File: src/rtl/extint_pkg.sv
package extint_pkg;
  // Register bit positions; software decodes these.
  localparam int MODE_BIT = 0;
  localparam int MASK_BIT = 1;
  localparam int ACK_BIT  = 2;
  localparam int PEND_BIT = 3;
  localparam int WR_W     = ACK_BIT + 1;
endpackage

File: src/rtl/extint_sync.sv
module extint_sync #(
  parameter int STAGES = 2
) (
  input  logic clk,
  input  logic rst,
  input  logic din,
  output logic dout
);
  logic [STAGES-1:0] chain_q;

  generate
    for (genvar i = 0; i < STAGES; i++) begin : g_stage
      if (i == 0) begin : g_first
        always_ff @(posedge clk) begin
          if (rst) chain_q[0] <= 1'b1;
          else     chain_q[0] <= din;
        end
      end else begin : g_next
        always_ff @(posedge clk) begin
          if (rst) chain_q[i] <= 1'b1;
          else     chain_q[i] <= chain_q[i-1];
        end
      end
    end
  endgenerate

  assign dout = chain_q[STAGES-1];
endmodule

File: src/rtl/extint_latch.sv
module extint_latch (
  input  logic clk,
  input  logic rst,
  input  logic lvl,
  input  logic mode,
  input  logic vec_ack,
  input  logic sw_ack,
  output logic pend
);
  logic prev_q, latch_q, hold_q, fall;

  always_comb fall = prev_q & ~lvl;

  always_ff @(posedge clk) begin
    if (rst) begin
      prev_q  <= 1'b1;
      latch_q <= 1'b0;
      hold_q  <= 1'b0;
    end else begin
      prev_q <= lvl;
      if (fall)                   latch_q <= 1'b1;
      else if (vec_ack || sw_ack) latch_q <= 1'b0;
      if (fall)     hold_q <= 1'b1;
      else if (lvl) hold_q <= 1'b0;
    end
  end

  assign pend = latch_q | (mode & hold_q);

  // an edge always leaves the latch set
  assert_edge_sets_R1: assert property (@(posedge clk) disable iff (rst)
    fall |=> latch_q);
  // a vector fetch with no edge clears the latch
  assert_vec_clears_R2: assert property (@(posedge clk) disable iff (rst)
    (vec_ack && !fall) |=> !latch_q);
  // a software acknowledge with no edge clears the latch
  assert_sw_clears_R3: assert property (@(posedge clk) disable iff (rst)
    (sw_ack && !fall) |=> !latch_q);
  // with no acknowledge the latch holds
  assert_latch_holds_R6: assert property (@(posedge clk) disable iff (rst)
    (latch_q && !vec_ack && !sw_ack) |=> latch_q);
endmodule

File: src/rtl/extint_csr.sv
module extint_csr
  import extint_pkg::*;
#(
  parameter int RD_W = 8
) (
  input  logic            clk,
  input  logic            rst,
  input  logic            wr,
  input  logic [WR_W-1:0] wdata,
  input  logic            pend,
  output logic            mode,
  output logic            mask,
  output logic            sw_ack,
  output logic [RD_W-1:0] rdata
);
  logic [RD_W-1:0] rd_next;

  assign sw_ack = wr & wdata[ACK_BIT];

  always_comb begin
    rd_next           = '0;
    rd_next[MODE_BIT] = mode;
    rd_next[MASK_BIT] = mask;
    rd_next[PEND_BIT] = pend;
  end

  always_ff @(posedge clk) begin
    if (rst) begin
      mode  <= 1'b0;
      mask  <= 1'b0;
      rdata <= '0;
    end else begin
      if (wr) begin
        mode <= wdata[MODE_BIT];
        mask <= wdata[MASK_BIT];
      end
      rdata <= rd_next;
    end
  end

  // the acknowledge bit never reads back as one
  assert_ack_reads_zero_R5: assert property (@(posedge clk) disable iff (rst)
    !rdata[ACK_BIT]);
endmodule

File: src/rtl/extint_ctrl.sv
module extint_ctrl
  import extint_pkg::*;
#(
  parameter int RD_W        = 8,
  parameter int SYNC_STAGES = 2
) (
  input  logic            clk,
  input  logic            rst,
  input  logic            irq_n,
  input  logic            vec_ack,
  input  logic            reg_wr,
  input  logic [WR_W-1:0] reg_wdata,
  output logic [RD_W-1:0] reg_rdata,
  output logic            cpu_irq
);
  logic lvl, mode, mask, sw_ack, pend;

  extint_sync #(.STAGES(SYNC_STAGES)) u_sync (
    .clk(clk), .rst(rst), .din(irq_n), .dout(lvl));

  extint_latch u_latch (
    .clk(clk), .rst(rst), .lvl(lvl), .mode(mode),
    .vec_ack(vec_ack), .sw_ack(sw_ack), .pend(pend));

  extint_csr #(.RD_W(RD_W)) u_csr (
    .clk(clk), .rst(rst), .wr(reg_wr), .wdata(reg_wdata), .pend(pend),
    .mode(mode), .mask(mask), .sw_ack(sw_ack), .rdata(reg_rdata));

  always_ff @(posedge clk) begin
    if (rst) cpu_irq <= 1'b0;
    else     cpu_irq <= pend & ~mask;
  end

  // a set mask keeps the request low on the next edge
  assert_mask_blocks_R8: assert property (@(posedge clk) disable iff (rst)
    mask |=> !cpu_irq);
  // in level mode a low pin keeps a pending request pending
  assert_level_holds_R7: assert property (@(posedge clk) disable iff (rst)
    (mode && pend && !lvl && !reg_wr) |=> pend);
  // the first cycle after reset shows no request and a clear register
  assert_reset_clear_R4: assert property (@(posedge clk) disable iff (rst)
    $past(rst) |-> (!cpu_irq && reg_rdata == '0));
endmodule

File: config.mk
export PLATFORM = sky130hd
export DESIGN_NAME = extint_ctrl
export DESIGN_NICKNAME = d
export VERILOG_FILES = /design/src/rtl/extint_pkg.sv /design/src/rtl/extint_sync.sv /design/src/rtl/extint_latch.sv /design/src/rtl/extint_csr.sv /design/src/rtl/extint_ctrl.sv
export SDC_FILE = /design/constraint.sdc
export NUM_CORES = 1
export LEC_CHECK = 0
export BUFFER_PORTS_ARGS = -buffer_cell sky130_fd_sc_hd__buf_2
export CAP_MARGIN = 10
export CORE_AREA = 5 5 42 44
export CTS_BUF_LIST = sky130_fd_sc_hd__clkbuf_4
export DETAILED_ROUTE_END_ITERATION = 16
export DIE_AREA = 0 0 47 49
export PLACE_DENSITY = 0.61
export SKIP_LAST_GASP = 1
export SLEW_MARGIN = 20
export SYNTH_ARGS = -nofsm -noshare
export SYNTH_HDL_FRONTEND = slang
export SYNTH_SLANG_ARGS = --single-unit
export TNS_END_PERCENT = 50
File: constraint.sdc
create_clock -name clk -period 2 [get_ports clk]
set_input_delay 0.1 -clock clk [delete_from_list [all_inputs] [get_ports clk]]
set_output_delay 0.1 -clock clk [all_outputs]
set_load 0.01 [all_outputs]
**Yosys cells after proc, flatten, opt, wreduce, memory -nomap -nowiden**

Index checks and enable logic that the tools add are counted.

- Word-level logic and storage cells: 24
- Output and inout port bits: 9
- Input port bits: 8
- Flip-flop bits (word level): 16

- Reduce and logical (&&, ||, !) cells: 3
- Bitwise operators: 7
- Muxes and demuxes: 4

Operators with widths:

| operator | count |
|---|---|
| $and A1 B1 Y1 | 4 |
| $mux W1 | 4 |
| $reduce_bool A2 Y1 | 2 |
| $not A1 Y1 | 2 |
| $logic_or A1 B1 Y1 | 1 |
| $or A1 B1 Y1 | 1 |

**Depth between registers and ports, before layout**

- Depth in word-level cells: 4
- Depth in mapped cells: 3
- Mapped depth without buffers: 3

**Hierarchy**

Synthesis repeated with hierarchy kept, for this count alone.

- Cells, all modules: 35
- Area total of the unflattened synthesis: 382.9 um^2

By module, submodules not included:

| module | seq. area each (um^2) | cells an instance | area an instance (um^2) | instances |
|---|---|---|---|---|
| extint_csr | 100.1 | 19 | 195.2 | 1 |
| extint_latch | 60.1 | 10 | 102.6 | 1 |
| extint_sync | 40.0 | 4 | 52.6 | 1 |
| extint_ctrl | 20.0 | 2 | 32.5 | 1 |

**Worst setup path before layout**

No wires, ideal clock.

- Kind: register to register
- Start: reg u_sync.chain_q[1] (netlist: u_sync.dout)
- End: reg u_latch.hold_q
- Arrival time: 585 ps
- Setup time: 62 ps
- Stages on the path, launching flop included: 3
- Path slack: 1353 ps
- Data required time: 1938 ps
- Period minus slack after synthesis: 647 ps
- Path buffers: 0
- Cell sequence: dfxtp_1 or2_4 nor2_2

- Longest elaborated chain between the ends: 3
- Elaborated cells between the ends (all ways): 4
- Those cells by class: mux (1); bitwise (2); reduce/logical (1)

Ends and longest elaborated chain:

| element | RTL line | text |
|---|---|---|
| start: declaration | extint_sync.sv:9 | `logic [STAGES-1:0] chain_q;` |
| start signal: indexed assignment | extint_sync.sv:21 | `else chain_q[i] <= chain_q[i-1];` |
| $not A1 Y1 | extint_latch.sv:12 | `always_comb fall = prev_q & ~lvl;` |
| $and A1 B1 Y1 | extint_latch.sv:12 |  |
| $mux W1 / $reduce_bool A2 Y1 (equally long branches) | -- |  |
| end signal: assignment | extint_latch.sv:18 | `hold_q <= 1'b0;` |
| end signal: assignment | extint_latch.sv:23 | `if (fall) hold_q <= 1'b1;` |
| end signal: assignment | extint_latch.sv:24 | `else if (lvl) hold_q <= 1'b0;` |
| end: declaration | extint_latch.sv:10 | `logic prev_q, latch_q, hold_q, fall;` |

Several ways; a longest one is shown, not always the timed one.
A chain may end at the register's enable or synchronous reset.

**Final worst setup path**

- Start: reg cpu_irq
- End: out cpu_irq

RTL lines:

| element | RTL line | text |
|---|---|---|
| start: declaration | extint_ctrl.sv:14 | `output logic cpu_irq` |
| start signal: assignment | extint_ctrl.sv:31 | `else cpu_irq <= pend & ~mask;` |

No word-level cell between the ends.

==> impl_metrics.prom <==
# TYPE chip_impl_metric gauge
chip_impl_metric{name="detail-route-antenna-nets",unit=""} 0
chip_impl_info{name="post-synth-top-count-cell",value="dfxtp_1"} 1
chip_impl_metric{name="cap_viol_max_count",unit=""} 0
chip_impl_metric{name="largest_net_degree_at_the_start_of_global_routing",unit=""} 11
chip_impl_metric{name="num_io_pins",unit=""} 17
chip_impl_metric{name="place_congestion",unit=""} 0.6562
chip_impl_metric{name="power_per_cell_area",unit="mW/mm2"} 911.8
chip_impl_metric{name="synth_sequential_area_ratio",unit="%"} 57.14
chip_impl_metric{name="cts_buffer_depth",unit=""} 2
chip_impl_metric{name="drc",unit=""} 0
chip_impl_metric{name="worst_setup_slack_after_layout",unit="ns"} 1.217
chip_impl_metric{name="number_of_resized_instances_in_the_post_cts_repair_step",unit=""} 0
chip_impl_metric{name="netSwitchingPower",unit="uW"} 84.38
chip_impl_metric{name="multiInputGateArea",unit="um2"} 131.4
chip_impl_info{name="worstSetupPathType",value="flip-flop to output pin"} 1
chip_impl_metric{name="first_iter_violations",unit=""} 1
chip_impl_metric{name="drive_gt1_share",unit="%"} 42.86
chip_impl_info{name="timing.critical_path.from_type",value="flip-flop"} 1
chip_impl_metric{name="postSynthCellCount",unit=""} 36
chip_impl_metric{name="critical_path.max_fanout",unit=""} 1
chip_impl_metric{name="worst_endpoint_data_arrival_time",unit="ns"} 0.68
chip_impl_metric{name="internal-power",unit="uW"} 332.0
chip_impl_metric{name="route.detailed.wl_per_inst",unit="um"} 8.554
chip_impl_metric{name="final_antenna_diode_count",unit=""} 0
chip_impl_info{name="yosys-top-cells-count",value="dfxtp_1, buf_4, nor2_1"} 1
chip_impl_metric{name="async_flop_share",unit="%"} 0
chip_impl_metric{name="cts_inserted_buffers",unit=""} 3
chip_impl_metric{name="post-layout-total-power",unit="uW"} 416.4
chip_impl_metric{name="hold_buf_cts",unit=""} 0
chip_impl_metric{name="core_region_area",unit="mm2"} 0.001401
chip_impl_metric{name="finalCriticalPeriod",unit="ns"} 0.7831
chip_impl_metric{name="final_net_count",unit=""} 58
chip_impl_info{name="tritoncts",value="built"} 1
chip_impl_metric{name="post_drt_via_cell_ratio",unit=""} 3.862
chip_impl_metric{name="power.switching_fraction",unit="%"} 20.27
chip_impl_metric{name="number_of_placed_cells_counting_well_taps",unit=""} 61
chip_impl_metric{name="clock_transition_time_at_the_flip_flop_clock_pins_of_the_worst_setup_and_hold_paths",unit="ns"} 0.07
chip_impl_metric{name="synth_top_area_share",unit="%"} 57.14
chip_impl_metric{name="seqCellArea",unit="um2"} 220.2
chip_impl_info{name="synth.area.top_cells",value="dfxtp_1, buf_4, mux2i_1"} 1
chip_impl_metric{name="setup-tns-final",unit="ns"} 0
chip_impl_metric{name="firstDrtPassIters",unit=""} 2
chip_impl_info{name="cts.root.buffer_cell",value="clkbuf_4"} 1
chip_impl_info{name="status",value="finished clean"} 1
chip_impl_info{name="critical-path-top-delay-family",value="flip-flops"} 1
chip_impl_metric{name="p_comb_share",unit="%"} 6.9
chip_impl_metric{name="worst_skew_pair.late_latency",unit="ns"} 0.26
chip_impl_info{name="synth-main-ff-cell",value="dfxtp_1"} 1
chip_impl_metric{name="fmax",unit="MHz"} 1277
chip_impl_metric{name="cts_num_sinks",unit=""} 11
chip_impl_metric{name="grt_overflow",unit=""} 0
chip_impl_metric{name="skew",unit="ns"} 0.005338
chip_impl_metric{name="final_cell_count_no_fill",unit=""} 65
chip_impl_metric{name="power_frac_seq",unit="%"} 55.5
chip_impl_metric{name="area_delta_synth_final",unit="%"} 18.51
chip_impl_metric{name="total_vias_in_the_final_route",unit=""} 251
chip_impl_metric{name="syn_area",unit="um2"} 385.4
chip_impl_metric{name="critPathBufInv",unit=""} 1
chip_impl_info{name="grt_setup_unrepaired",value="false"} 1
chip_impl_info{name="hp-class",value="input port to flip-flop"} 1
chip_impl_metric{name="cell_depth_of_the_worst_hold_path",unit=""} 2
chip_impl_metric{name="cts_post_setup_buffers_inserted",unit=""} 0
chip_impl_metric{name="vias_in_the_first_global_route",unit=""} 241
chip_impl_metric{name="cts-htree-levels",unit=""} 1
chip_impl_metric{name="count_of_final_hold_check_violations",unit=""} 0
chip_impl_metric{name="setup_viol_count_final",unit=""} 0
chip_impl_metric{name="synth-edff-count",unit=""} 0
chip_impl_metric{name="design.die.area",unit="mm2"} 0.002303
chip_impl_metric{name="die_x",unit="um"} 47
chip_impl_metric{name="fin_crit_sh",unit="%"} 39.16
chip_impl_info{name="setup.worst_path.end_class",value="output pin"} 1
chip_impl_metric{name="critPathRequiredTime",unit="ns"} 1.90
chip_impl_metric{name="fillers",unit=""} 156
chip_impl_metric{name="post_synth_num_cell_types",unit=""} 15
chip_impl_metric{name="clock_power_share",unit="%"} 37.6
chip_impl_metric{name="grt_pass1_wl",unit="um"} 897
chip_impl_metric{name="overall_fraction_of_global_route_tracks_in_use",unit="%"} 5.583
chip_impl_info{name="critPathSlowestCell",value="dfxtp_1"} 1
chip_impl_metric{name="fp.dieH",unit="um"} 49
chip_impl_metric{name="post_synth.cell_area_avg",unit="um2"} 10.70
chip_impl_metric{name="hpwl",unit="um"} 465.2
chip_impl_metric{name="fp-row-count",unit=""} 14
chip_impl_metric{name="initial_core_util",unit="%"} 27.50
chip_impl_metric{name="critical_path_cell_count",unit=""} 1
chip_impl_metric{name="post_synthesis_sequential_element_count",unit=""} 11
chip_impl_metric{name="power.static_leakage",unit="uW"} 0.0002242
chip_impl_metric{name="post-place-ws",unit="ns"} 1.325
chip_impl_metric{name="synth.yosys.warnings",unit=""} 0
chip_impl_metric{name="placement.io_buffers",unit=""} 11
chip_impl_metric{name="grt_antenna_before_repair",unit=""} 0
chip_impl_metric{name="maxSlewViolCount",unit=""} 0
chip_impl_metric{name="biggest_cell_delay_along_the_critical_path",unit="ns"} 0.30
chip_impl_metric{name="drt_wl_total",unit="um"} 556
chip_impl_metric{name="worst_r2r_path_depth",unit=""} 2
chip_impl_info{name="synth_area_leader_cell",value="dfxtp_1"} 1
chip_impl_info{name="timing.critical_path.cells",value="buf_2"} 1
chip_impl_metric{name="power.ir.vdd_worst",unit="uV"} 530.2
## layout make-up
type / count / share of cell area, %
timing repair buffer: 11 / 12.05
clock buffer: 4 / 6.575
sequential: 11 / 48.22
multi-input combinational: 23 / 28.77
tap: 16 / 4.384
## power by group through the flow
stage	Combinational (uW)	Clock, uW	Sequential, uW
6_report	28.8	157	231
5_1_grt	32.4	176	232
4_1_cts	29.1	163	231
3_5_place_dp	29.1	0	236
3_3_place_gp	28.9	0	236
2_1_floorplan	25.5	0	237
## kinds of logic (layout without fill, tap and decap cells)
kind of cell           after synthesis  count (layout)  synth area share [%]
AO/OA/AOI/OAI                        2               2                 2.598
buffers and inverters                6              15                 12.66
flip-flops                          11              11                 57.14
multiplexers                         2               2                 5.195
other                                1               5                0.9731
AND/OR/NAND/NOR                     14              14                 21.43
## flip-flops by register name (all words and copies together), names as in the netlist
| name | cells |
|---|---|
| cpu_irq | 1 |
| u_csr.mode | 1 |
| u_csr.mask | 1 |
| u_latch.prev_q | 1 |
| u_csr.rdata | 3 |
| u_sync.dout | 1 |
| u_latch.latch_q | 1 |
| u_latch.hold_q | 1 |
| u_sync.chain_q | 1 |
## cells in the final DEF, fill, tap and decap left out
cell,synthesis,layout
clkbuf_4,0,4
nor2_2,1,1
mux2i_1,2,2
buf_2,0,11
and2b_2,2,2
nand2_1,1,1
conb_1,1,5
nor2_1,4,4
or2_4,1,1
nor3_1,1,1
dfxtp_1,11,11
a21oi_1,2,2
or2_2,2,2
nand3b_1,1,1
nand2b_1,1,1
## through the flow
| stage | instance area, um2 | utilization, % | hold WS [ns] |
|---|---|---|---|
| after detailed placement | 426.7 | 30.45 | 0.2909 |
| after floorplan | 400.4 | - | 0.2038 |
| after global placement | 426.7 | 30.45 | 0.2922 |
| final | 456.7 | 32.59 | 0.02734 |
| after global routing | 456.7 | 32.59 | 0.02642 |
| after CTS | 456.7 | 32.59 | 0.01910 |
## path summary, 6_finish.rpt
path | startpoint | endpoint | slack [ns]
setup / recovery | cpu_irq$_SDFF_PP0_ | cpu_irq | 1.22
hold / removal | irq_n | u_sync.chain_q[0]$_SDFF_PP1_ | 0.03
setup reg to reg | u_sync.dout$_SDFF_PP1_ | u_latch.hold_q$_SDFFE_PP0P_ | 1.33
hold reg to reg | u_sync.chain_q[0]$_SDFF_PP1_ | u_sync.dout$_SDFF_PP1_ | 0.41
## metal layers
| layer | up-vias | wire, um | global-route usage [%] |
|---|---|---|---|
| li1 | 130 | - | - |
| met1 | 109 | 180 | 5.556 |
| met3 | 0 | 100 | 5.904 |
| met4 | 0 | 0 | 1.382 |
| met5 | - | 0 | 0 |
| met2 | 12 | 275 | 7.919 |
No activity file was read; power rests on OpenSTA's default activity.
